[src/rtl/bdr_pkg.sv]
package bdr_pkg;
   localparam int RNG_W = 28;
   localparam int FC_W  = 4;

   typedef enum logic [1:0] {
      OP_PASS   = 2'd0,
      OP_TRUNC  = 2'd1,
      OP_ROUND  = 2'd2,
      OP_DITHER = 2'd3
   } red_op_e;

   function automatic logic [RNG_W-1:0] rng_next(input logic [RNG_W-1:0] s);
      return {s[RNG_W-2:0], s[RNG_W-1] ^ s[2]};
   endfunction

   function automatic logic [RNG_W-1:0] rng_fix(input logic [RNG_W-1:0] v);
      return (v == '0) ? RNG_W'(1) : v;
   endfunction
endpackage

[src/rtl/bdr_lfsr.sv]
module bdr_lfsr
   import bdr_pkg::*;
(
   input  logic             clk,
   input  logic             rst,
   input  logic             adv,
   input  logic             load,
   input  logic [RNG_W-1:0] seed,
   input  logic [RNG_W-1:0] load_val,
   output logic [RNG_W-1:0] cur
);
   logic [RNG_W-1:0] st;

   assign cur = load ? rng_fix(load_val) : st;

   always_ff @(posedge clk) begin
      if (rst)      st <= rng_fix(seed);
      else if (adv) st <= rng_next(cur);
   end

   // a zero state would lock the generator
   p_rng_nonzero_r11: assert property (@(posedge clk) disable iff (rst) st != '0);
   // generator holds without a valid pixel
   p_rng_hold_r6: assert property (@(posedge clk) disable iff (rst) !adv |=> $stable(st));
endmodule

[src/rtl/bdr_fcnt.sv]
module bdr_fcnt
   import bdr_pkg::*;
(
   input  logic            clk,
   input  logic            rst,
   input  logic            frame_en,
   input  logic            tick,
   input  logic [1:0]      depth,
   output logic            load,
   output logic [FC_W-1:0] swz
);
   localparam int RW = $clog2(FC_W + 1);

   logic [FC_W-1:0] cnt, lim;
   logic [RW-1:0]   rot;

   always_comb begin
      case (depth)
         2'd0, 2'd1: begin lim = FC_W'(15); rot = RW'(2); end
         2'd2:       begin lim = FC_W'(3);  rot = RW'(1); end
         default:    begin lim = '0;        rot = '0;     end
      endcase
   end

   assign swz  = (cnt << rot) | (cnt >> (RW'(FC_W) - rot));
   assign load = tick & frame_en;

   always_ff @(posedge clk) begin
      if (rst || !frame_en) cnt <= '0;
      else if (tick)        cnt <= (cnt >= lim) ? '0 : cnt + FC_W'(1);
   end

   // count wraps at the depth-dependent limit
   p_fcnt_wrap_r9: assert property (@(posedge clk) disable iff (rst)
      (load && cnt >= lim) |=> cnt == '0);
   // count held at zero while reseeding is off
   p_fcnt_idle_r10: assert property (@(posedge clk) disable iff (rst)
      !frame_en |=> cnt == '0);
endmodule

[src/rtl/bdr_chan.sv]
module bdr_chan
   import bdr_pkg::*;
#(
   parameter int PIX_W    = 12,
   parameter int KEEP_LO  = 6,
   parameter int KEEP_MID = 8,
   parameter int KEEP_HI  = 10
) (
   input  red_op_e          op,
   input  logic [1:0]       keep_sel,
   input  logic             rand_mode,
   input  logic             hp_en,
   input  logic [PIX_W-1:0] x,
   input  logic [PIX_W-1:0] seed_lo,
   input  logic [RNG_W-1:0] rng,
   output logic [PIX_W-1:0] y
);
   localparam int DW = $clog2(PIX_W + 1);
   localparam int SW = $clog2(RNG_W + 1);

   logic [DW-1:0]    drop;
   logic [SW-1:0]    hp_sh;
   logic [PIX_W-1:0] mask, noise, addend;
   logic [PIX_W:0]   sum;

   always_comb begin
      case (keep_sel)
         2'd0:    drop = DW'(PIX_W - KEEP_LO);
         2'd1:    drop = DW'(PIX_W - KEEP_MID);
         default: drop = DW'(PIX_W - KEEP_HI);
      endcase
      mask  = (PIX_W'(1) << drop) - PIX_W'(1);
      hp_sh = SW'(RNG_W) - SW'(drop);
      if (rand_mode)
         noise = rng[PIX_W-1:0] ^ (hp_en ? PIX_W'(rng >> hp_sh) : '0);
      else
         noise = seed_lo;
      case (op)
         OP_DITHER: addend = noise & mask;
         OP_ROUND:  addend = PIX_W'(1) << (drop - DW'(1));
         default:   addend = '0;
      endcase
      sum = {1'b0, x} + {1'b0, addend};
      if (op == OP_PASS)  y = x;
      else if (sum[PIX_W]) y = ~mask;
      else                 y = sum[PIX_W-1:0] & ~mask;
   end

   // reduced output never carries bits below the kept depth
   always_comb begin
      if (op != OP_PASS) p_low_clear_r2: assert ((y & mask) == '0);
   end
endmodule

[src/rtl/bdr_top.sv]
module bdr_top
   import bdr_pkg::*;
#(
   parameter int PIX_W    = 12,
   parameter int KEEP_LO  = 6,
   parameter int KEEP_MID = 8,
   parameter int KEEP_HI  = 10
) (
   input  logic                 clk,
   input  logic                 rst,
   input  logic                 in_valid,
   input  logic                 in_sof,
   input  logic                 in_eol,
   input  logic [3*PIX_W-1:0]   in_pix,
   input  logic                 trunc_en,
   input  logic                 trunc_depth,
   input  logic                 trunc_round,
   input  logic                 dith_en,
   input  logic                 dith_rand,
   input  logic [1:0]           dith_depth,
   input  logic                 hp_rand_en,
   input  logic                 frame_rand_en,
   input  logic                 rgb_rand_en,
   input  logic [RNG_W-1:0]     seed_r,
   input  logic [RNG_W-1:0]     seed_g,
   input  logic [RNG_W-1:0]     seed_b,
   output logic                 out_valid,
   output logic                 out_sof,
   output logic                 out_eol,
   output logic [3*PIX_W-1:0]   out_pix
);
   localparam int NCH = 3;

   if (PIX_W > RNG_W || PIX_W <= KEEP_HI || KEEP_LO < 1 ||
       KEEP_LO >= KEEP_MID || KEEP_MID >= KEEP_HI) begin : g_bad_params
      $error("bdr_top: depth parameters out of range");
   end

   red_op_e          op;
   logic [1:0]       keep_sel;
   logic             rs_load;
   logic [FC_W-1:0]  rs_swz;
   logic [RNG_W-1:0] seeds [NCH];
   logic [RNG_W-1:0] cur   [NCH];
   logic [3*PIX_W-1:0] red_pix;

   assign seeds[0] = seed_r;
   assign seeds[1] = seed_g;
   assign seeds[2] = seed_b;

   always_comb begin
      if (dith_en)       op = OP_DITHER;
      else if (trunc_en) op = trunc_round ? OP_ROUND : OP_TRUNC;
      else               op = OP_PASS;
      keep_sel = dith_en ? dith_depth : {1'b0, trunc_depth};
   end

   bdr_fcnt u_fcnt (
      .clk      (clk),
      .rst      (rst),
      .frame_en (frame_rand_en),
      .tick     (in_valid & in_sof),
      .depth    (dith_depth),
      .load     (rs_load),
      .swz      (rs_swz)
   );

   for (genvar c = 0; c < NCH; c++) begin : g_ch
      logic [RNG_W-1:0] rng_sel;
      logic [PIX_W-1:0] y_c;

      bdr_lfsr u_lfsr (
         .clk      (clk),
         .rst      (rst),
         .adv      (in_valid),
         .load     (rs_load),
         .seed     (seeds[c]),
         .load_val (seeds[c] ^ RNG_W'(rs_swz)),
         .cur      (cur[c])
      );

      assign rng_sel = rgb_rand_en ? cur[c] : cur[0];

      bdr_chan #(
         .PIX_W    (PIX_W),
         .KEEP_LO  (KEEP_LO),
         .KEEP_MID (KEEP_MID),
         .KEEP_HI  (KEEP_HI)
      ) u_chan (
         .op        (op),
         .keep_sel  (keep_sel),
         .rand_mode (dith_rand),
         .hp_en     (hp_rand_en),
         .x         (in_pix[(NCH-1-c)*PIX_W +: PIX_W]),
         .seed_lo   (seeds[c][PIX_W-1:0]),
         .rng       (rng_sel),
         .y         (y_c)
      );

      assign red_pix[(NCH-1-c)*PIX_W +: PIX_W] = y_c;
   end

   always_ff @(posedge clk) begin
      if (rst) begin
         out_valid <= 1'b0;
         out_sof   <= 1'b0;
         out_eol   <= 1'b0;
         out_pix   <= '0;
      end else begin
         out_valid <= in_valid;
         out_sof   <= in_valid & in_sof;
         out_eol   <= in_valid & in_eol;
         out_pix   <= red_pix;
      end
   end

   // one-cycle latency of the valid marker
   p_latency_r1: assert property (@(posedge clk) disable iff (rst)
      in_valid |=> out_valid);
   p_gap_r1: assert property (@(posedge clk) disable iff (rst)
      !in_valid |=> !out_valid);
   // bypass keeps the pixel
   p_pass_r1: assert property (@(posedge clk) disable iff (rst)
      (in_valid && !dith_en && !trunc_en) |=> out_pix == $past(in_pix));
   // 6-bit truncation clears the low bits of the R lane
   p_trunc_lo_r2: assert property (@(posedge clk) disable iff (rst)
      (in_valid && !dith_en && trunc_en && !trunc_depth)
      |=> out_pix[2*PIX_W +: (PIX_W-KEEP_LO)] == '0);
endmodule

[config.mk]
export PLATFORM = sky130hd
export DESIGN_NAME = bdr_top
export DESIGN_NICKNAME = d
export VERILOG_FILES = /design/src/rtl/bdr_pkg.sv /design/src/rtl/bdr_lfsr.sv /design/src/rtl/bdr_fcnt.sv /design/src/rtl/bdr_chan.sv /design/src/rtl/bdr_top.sv
export SDC_FILE = /design/constraint.sdc
export NUM_CORES = 1
export LEC_CHECK = 0
export ABC_CLOCK_PERIOD_IN_PS = 5700
export CAP_MARGIN = 5
export CORE_ASPECT_RATIO = 0.75
export CORE_MARGIN = 2
export CORE_UTILIZATION = 45
export DETAILED_ROUTE_END_ITERATION = 16
export GPL_ROUTABILITY_DRIVEN = 0
export PLACE_DENSITY = 0.74
export SYNTH_ARGS = -nofsm -noshare
export SYNTH_HDL_FRONTEND = slang
export SYNTH_SLANG_ARGS = --single-unit
[constraint.sdc]
create_clock -name clk -period 5.7 [get_ports clk]
set_clock_uncertainty 0.05 [all_clocks]
set_input_delay 0.855 -clock clk [delete_from_list [all_inputs] [get_ports clk]]
set_output_delay 0.855 -clock clk [all_outputs]
set_load 0.03 [all_outputs]
==> results by group, run 1 <==
Clock tree
  • H-tree depth reported by CTS: 4
  • Skew-Pair Late Insertion Delay: 0.43 ns
  • # hold bufs at CTS: 0
  • CTS tree: built
  • Clk buf depth: 2
  • Worst-path clk slew: 0.06 ns
  • Num Clock Sinks: 127
  • Root buffer cell: clkbuf_16
  • Resize count post-CTS: 0
  • Post-CTS setup buffers: 0
  • Num CTS Buffers: 17

Floorplan
  • Core Rows: 44
  • Starting density of the core: 45.8%
  • Ports: 174
  • Die area: 20800 um^2
  • Die height: 125 um
  • Die Span X: 166 um
  • Placeable core region: 19300 um^2

Timing
  • Final setup TNS: 0 ns
  • Hold slack: 0.546 ns
  • Setup ws final: 0.311 ns
  • Fin crit period: 5.39 ns
  • Slew HR: 25.5%
  • Final Setup Violations: 0
  • Worst slew pin tran: 1.11 ns
  • Post-route clock period utilization: 94.5%
  • Final hold vios: 0
  • RSZ-0062 raised after global routing: no
  • FMAX: 186 MHz
  • Slew Viols, Final: 0

Drt
  • Total number of vias: 8235
  • DR pass1 iterations: 5
  • Final WL: 26200 um
  • DRC violations left: 0
  • Via/cell ratio: 5.59
  • DRT antenna net count: 0
  • Initial drt markers: 958
  • DR WL/cell: 17.8 um

Global routing
  • Initial antenna violation count: 0
  • Grt total ovfl: 0
  • Vias in the first global route: 7572
  • Total track usage: 25.1%
  • Largest net degree at the start of global routing: 80
  • First-pass GRT wire length: 41400 um

Critical path
  • Worst Setup Start Kind: input pin
  • WS Path Type: input pin to flip-flop
  • Crit path DAT: 5.66 ns
  • Max FO, Critical Path: 5
  • WP data required: 5.98 ns
  • Crit path capture type: flip-flop
  • Flop2flop setup slack: 0.89 ns

Synthesis
  • Yosys warning total: 0
  • Mapped Cells: 964
  • EDFF count, synth: 84
  • Seq/Total Area, Yosys: 38.3%
  • Seq cells post-synth: 127
  • FFs w/ async S/R, synth: 0%
  • Post-synthesis cell type count: 62
  • Synth top area share: 28.6%
  • Cell area after synthesis: 8830 um^2
  • Synthesized area per cell: 9.16 um^2
  • Leading post-synthesis cells by instance count: 135 x nand2_1, 88 x mux2i_1, 87 x o21ai_0, 84 x edfxtp_1, 68 x nor2_1
  • Top FF cell, synth: edfxtp_1
  • Largest cells by area after synthesis: edfxtp_1 29%, mux2i_1 10%, dfxtp_1 9.8%
  • Most frequent cell after synthesis: nand2_1
  • Largest area contributor in the netlist: edfxtp_1

Cells and area
  • Area grow syn2layout: 36.6%
  • Layout Nets: 1384
  • Seq. cell area: 3380 um^2
  • Post-layout util: 62.6%
  • Share of cells above drive strength 1: 11.9%
  • Diodes inserted: 0
  • Area occupied by multi-input gates: 5280 um^2
  • Number of fill cells: 1639

Hold path
  • Hold Path Class: flip-flop to flip-flop

Job
  • Max_cap viols: 0

Placement
  • Hpwl dp: 19800 um
  • # port buffers: 173
  • Dpl ws: -0.346 ns

Pwr
  • Pwr Density: 258 nW/um^2
  • Leak: 5.24 nW
  • Max IR drop VDD: 0.000161 V

Outcome
  • Status: finished clean
## registers in the layout, indices dropped and copies added, names as in the netlist
name,flops
out_valid,1
out_pix,36
out_sof,1
out_eol,1
g_ch.u_lfsr.st,84
u_fcnt.cnt,4
## final timing paths
check / start / endpoint / cells past startpoint
setup reg to reg: u_fcnt.cnt[1] / out_pix[16] / 20
hold / removal: u_fcnt.cnt[1] / u_fcnt.cnt[1] / 2
hold reg to reg: u_fcnt.cnt[1] / u_fcnt.cnt[1] / 2
setup / recovery: dith_depth[0] / out_pix[16] / 21
## worst max-delay path, cell delays in order
cell	delay [ns]
clkdlybuf4s50_1	0.51
mux2_2	0.35
mux2i_2	0.23
xnor2_1	0.12
o41a_1	0.44
or3_1	0.37
a21boi_1	0.14
nand4_1	0.10
nand3_1	0.09
ha_1	0.22
fa_1	0.41
a21o_1	0.17
a21oi_1	0.20
o21bai_1	0.13
a2111oi_2	0.36
or3_1	0.18
o21ai_1	0.09
a31oi_1	0.21
buf_4	0.18
nand2_1	0.05
a22o_1	0.22
## cell usage in the layout (no fill, tap or decap), types with 17 or more instances in the layout
master           instances
a21oi_1                 58
clkdlybuf4s50_1        172
buf_4                   82
nor4_1                  21
nand2_1                135
dfxtp_1                 43
ha_1                    40
edfxtp_1                84
conb_1                  18
nor2_1                  68
mux2i_1                 88
xnor2_1                 33
clkbuf_16               17
nor3_1                  17
o21ai_0                 87
xor2_1                  17
## area by class of cell
class	instances	share of cell area, %
multi-input cells	787	43.8
clock buffers	17	3.53
flip-flops and latches	127	28.1
clock inverters	15	1.61
well taps	253	2.63
inverters	16	0.498
repair buffers	257	19.9
## per-stage QoR
| stage | area [um^2] | cells | power (mW) |
|---|---|---|---|
| after CTS | 12000 | 1472 | 3.11 |
| after global placement | 11400 | 1440 | 1.93 |
| final | 12100 | 1472 | 3.11 |
| after detailed placement | 11400 | 1440 | 1.95 |
| after global routing | 12100 | 1472 | 3.24 |
| after floorplan | 8890 | 981 | 1.60 |
## kinds of logic (layout without fill, tap and decap cells)
| family | count (synthesis) | count (layout) | share of synthesized area, % |
|---|---|---|---|
| buf+inv | 67 | 305 | 2.99 |
| fa+ha+maj | 43 | 43 | 6.35 |
| other cells | 1 | 18 | 0.0425 |
| flops | 127 | 127 | 38.3 |
| compound gates | 262 | 262 | 18.9 |
| xor+xnor | 50 | 50 | 4.96 |
| simple gates | 308 | 308 | 15.8 |
| mux | 106 | 106 | 12.6 |
## report_power, final
part / switching [mW] / internal (mW)
logic: 0.440 / 0.387
registers: 0.0277 / 1.09
clock network: 0.440 / 0.729
total: 0.907 / 2.21
## per-layer routing
layer  GRT usage, %  wire length [um]  share of wire (%)  vias to the layer above
met5              0                 0                  0                        -
li1               -                 -                  -                     4047
met2           36.1             11000                 42                      348
met3           5.19              2140                8.2                       26
met1           38.4             12700                 48                     3814
met4           5.88               359                1.4                        0
Note: power is estimated with default switching activity, not from simulation.
==> run 2, diff against run 1 <==
- REMOVE_ABC_BUFFERS: unset -> 1
==> run 2 against run 1 <==
Final cell count is 1.2% lower; first-iteration DRC count is 9.5% lower; maximum frequency is 1.2% lower; critical endpoint is now out_pix[5].
==> results by group, run 2 (same netlist as run 1, synthesis figures left out) <==
Outcome
  • Status: finished clean

Global routing
  • First-pass GRT wire length: 41300 um (-0.22%)
  • Initial antenna violation count: 0 (unchanged)
  • Total track usage: 24.8% (-0.24 points)
  • Vias in the first global route: 7818 (+3.2%)
  • Grt total ovfl: 0 (unchanged)
  • Largest net degree at the start of global routing: 68 (-15%)

Timing
  • Slew Viols, Final: 0 (unchanged)
  • RSZ-0062 raised after global routing: no
  • Final setup TNS: 0 ns (unchanged)
  • Hold slack: 0.548 ns (+0.00183 ns)
  • Fin crit period: 5.45 ns (+0.0659 ns)
  • Final hold vios: 0 (unchanged)
  • Slew HR: 37.7% (+12 points)
  • Final Setup Violations: 0 (unchanged)
  • Worst slew pin tran: 0.928 ns (-0.186 ns)
  • Post-route clock period utilization: 95.7% (+1.2 points)
  • Setup ws final: 0.246 ns (-0.0659 ns)
  • FMAX: 183 MHz (-1.2%)

Floorplan
  • Starting density of the core: 45.8% (unchanged)
  • Die height: 125 um (unchanged)
  • Ports: 174 (unchanged)
  • Placeable core region: 19300 um^2 (unchanged)
  • Core Rows: 44 (unchanged)
  • Die area: 20800 um^2 (unchanged)
  • Die Span X: 166 um (unchanged)

Drt
  • Total number of vias: 8182 (-0.64%)
  • DRC violations left: 0 (unchanged)
  • DR pass1 iterations: 5 (unchanged)
  • DR WL/cell: 17.6 um (-1.3%)
  • Via/cell ratio: 5.62 (+0.52%)
  • DRT antenna net count: 0 (unchanged)
  • Final WL: 25600 um (-2.4%)
  • Initial drt markers: 867 (-9.5%)

Clock tree
  • Num CTS Buffers: 17 (unchanged)
  • # hold bufs at CTS: 0 (unchanged)
  • Num Clock Sinks: 127 (unchanged)
  • Root buffer cell: clkbuf_16
  • H-tree depth reported by CTS: 4 (unchanged)
  • Clk buf depth: 2 (unchanged)
  • CTS tree: built
  • Worst-path clk slew: 0.06 ns (about the same)
  • Skew-Pair Late Insertion Delay: 0.42 ns (about the same)

Cells and area
  • Share of cells above drive strength 1: 10.5% (-1.4 points)
  • Layout Nets: 1367 (-1.2%)
  • Area grow syn2layout: 34.3%
  • Regs by FF count: g_ch.u_lfsr.st: 84 flops, out_pix: 36 flops, u_fcnt.cnt: 4 flops
  • Most frequent cells in the layout: 172 x clkdlybuf4s50_1, 135 x nand2_1, 88 x mux2i_1, 87 x o21ai_0, 84 x edfxtp_1
  • Post-layout util: 61.5% (-1.0 points)
  • Most common cell after layout, fill and taps aside: clkdlybuf4s50_1
  • Max reg flops: 84 (unchanged)
  • Top reg by flops: g_ch.u_lfsr.st
  • Diodes inserted: 0 (unchanged)
  • Number of fill cells: 1694 (+3.4%)

Placement
  • # port buffers: 173 (unchanged)
  • Dpl ws: -0.230 ns (+0.116 ns)
  • Hpwl dp: 19200 um (-2.7%)

Critical path
  • Crit path buf inv count: 3 (+1)
  • Max stage delay on crit path: 0.53 ns (+0.02 ns)
  • Crit path depth: 22 (+4.8%)
  • Max FO, Critical Path: 9 (+4)
  • Slowest cell on the critical path: clkdlybuf4s50_1
  • WP data required: 5.96 ns (-0.02 ns)
  • R2R depth: 20 (unchanged)
  • Crit path DAT: 5.72 ns (+0.06 ns)
  • Crit path capture type: flip-flop
  • Ordered cell list for the critical path: clkdlybuf4s50_1, buf_4, mux2_4, mux2i_4, xnor2_1, o41a_1, or3_1, a21boi_1, nand4_1, o211ai_1, ha_1, fa_1, a21o_1, a21oi_1, o21bai_1, a2111oi_0, or3_1, o21ai_1, a31oi_1, buf_4, nand2_1, a22o_1
  • WS Path Type: input pin to flip-flop
  • Largest delay contributor family on the critical path: compound AO/OA/AOI/OAI gates
  • Worst Setup Start Kind: input pin

Pwr
  • Total Power: 3.00 mW (-3.8%)
  • Leak: 5.13 nW (-2.0%)
  • Reg power frac: 37.3% (+1.4 points)
  • Switching Fraction: 29.7% (+0.57 points)
  • Pwr Density: 253 nW/um^2 (-2.1%)
  • Int Pwr: 2.11 mW (-4.5%)
  • Clock power frac: 35.8% (-1.7 points)
  • Gate power share: 26.9% (+0.3 points)
  • Max IR drop VDD: 0.000162 V (+0.16%)
  • NetSw: 0.890 mW (-1.9%)

Hold path
  • Hold Path Class: flip-flop to flip-flop
  • Hold Path Depth: 2 (unchanged)

Job
  • Max_cap viols: 0 (unchanged)
==> run 2: changes by cell type in the layout (fill, tap and decap cells not counted), moves of 2 or more <==
cell / previous run / this run
inv_6: 1 / 3
bufinv_16: 4 / 2
buf_4: 82 / 66
clkinv_4: 3 / 1
clkinv_2: 1 / 3
==> run 2: layout make-up <==
cell class,count,area (um^2),share of cell area [%]
clock inverters,15,144,1.21
clock buffers,17,425,3.59
well taps,253,317,2.67
inverters,16,60.1,0.507
flip-flops and latches,127,3380,28.5
multi-input cells,787,5270,44.4
repair buffers,240,2260,19.0
==> run 2: power groups by stage <==
stage | logic (mW) | registers [mW] | clock network (mW)
floorplan | 0.399 | 1.18 | 0
global placement | 0.779 | 1.13 | 0
detailed placement | 0.791 | 1.14 | 0
CTS | 0.795 | 1.12 | 1.09
global route | 0.881 | 1.13 | 1.12
finish | 0.807 | 1.12 | 1.07
==> run 2: repair_timing <==
action / CTS / global route
endpoints found under the setup margin: 0 / 9
gates resized for setup: 0 / 3
setup buffers: 0 / 2
==> run 2: worst paths after layout <==
kind	from	end	slack, ns
worst max-delay path	dith_depth[0]	out_pix[5]	0.25
worst min-delay path	u_fcnt.cnt[1]	u_fcnt.cnt[1]	0.55
worst max register to register	u_fcnt.cnt[1]	out_pix[5]	0.88
worst min register to register	u_fcnt.cnt[1]	u_fcnt.cnt[1]	0.55
==> run 2: stage by stage <==
step	cells	cell area (um^2)
finish	1455	11900
global route	1455	11900
CTS	1453	11800
detailed placement	1421	11300
global placement	1421	11300
floorplan	930	8690
==> run 2: metal layers <==
metal / up-vias / global-route usage [%] / wire length [um]
met2: 296 / 37.0 / 10900
met5: - / 0 / 0
li1: 4021 / - / -
met1: 3835 / 36.4 / 12400
met4: 0 / 7.01 / 425
met3: 30 / 5.38 / 1810
==> run 2: worst min-delay path, cell delays in order, from the launching register on <==
cell,delay (ns)
dfxtp_1,0.40
nand2_1,0.09
a21oi_1,0.06
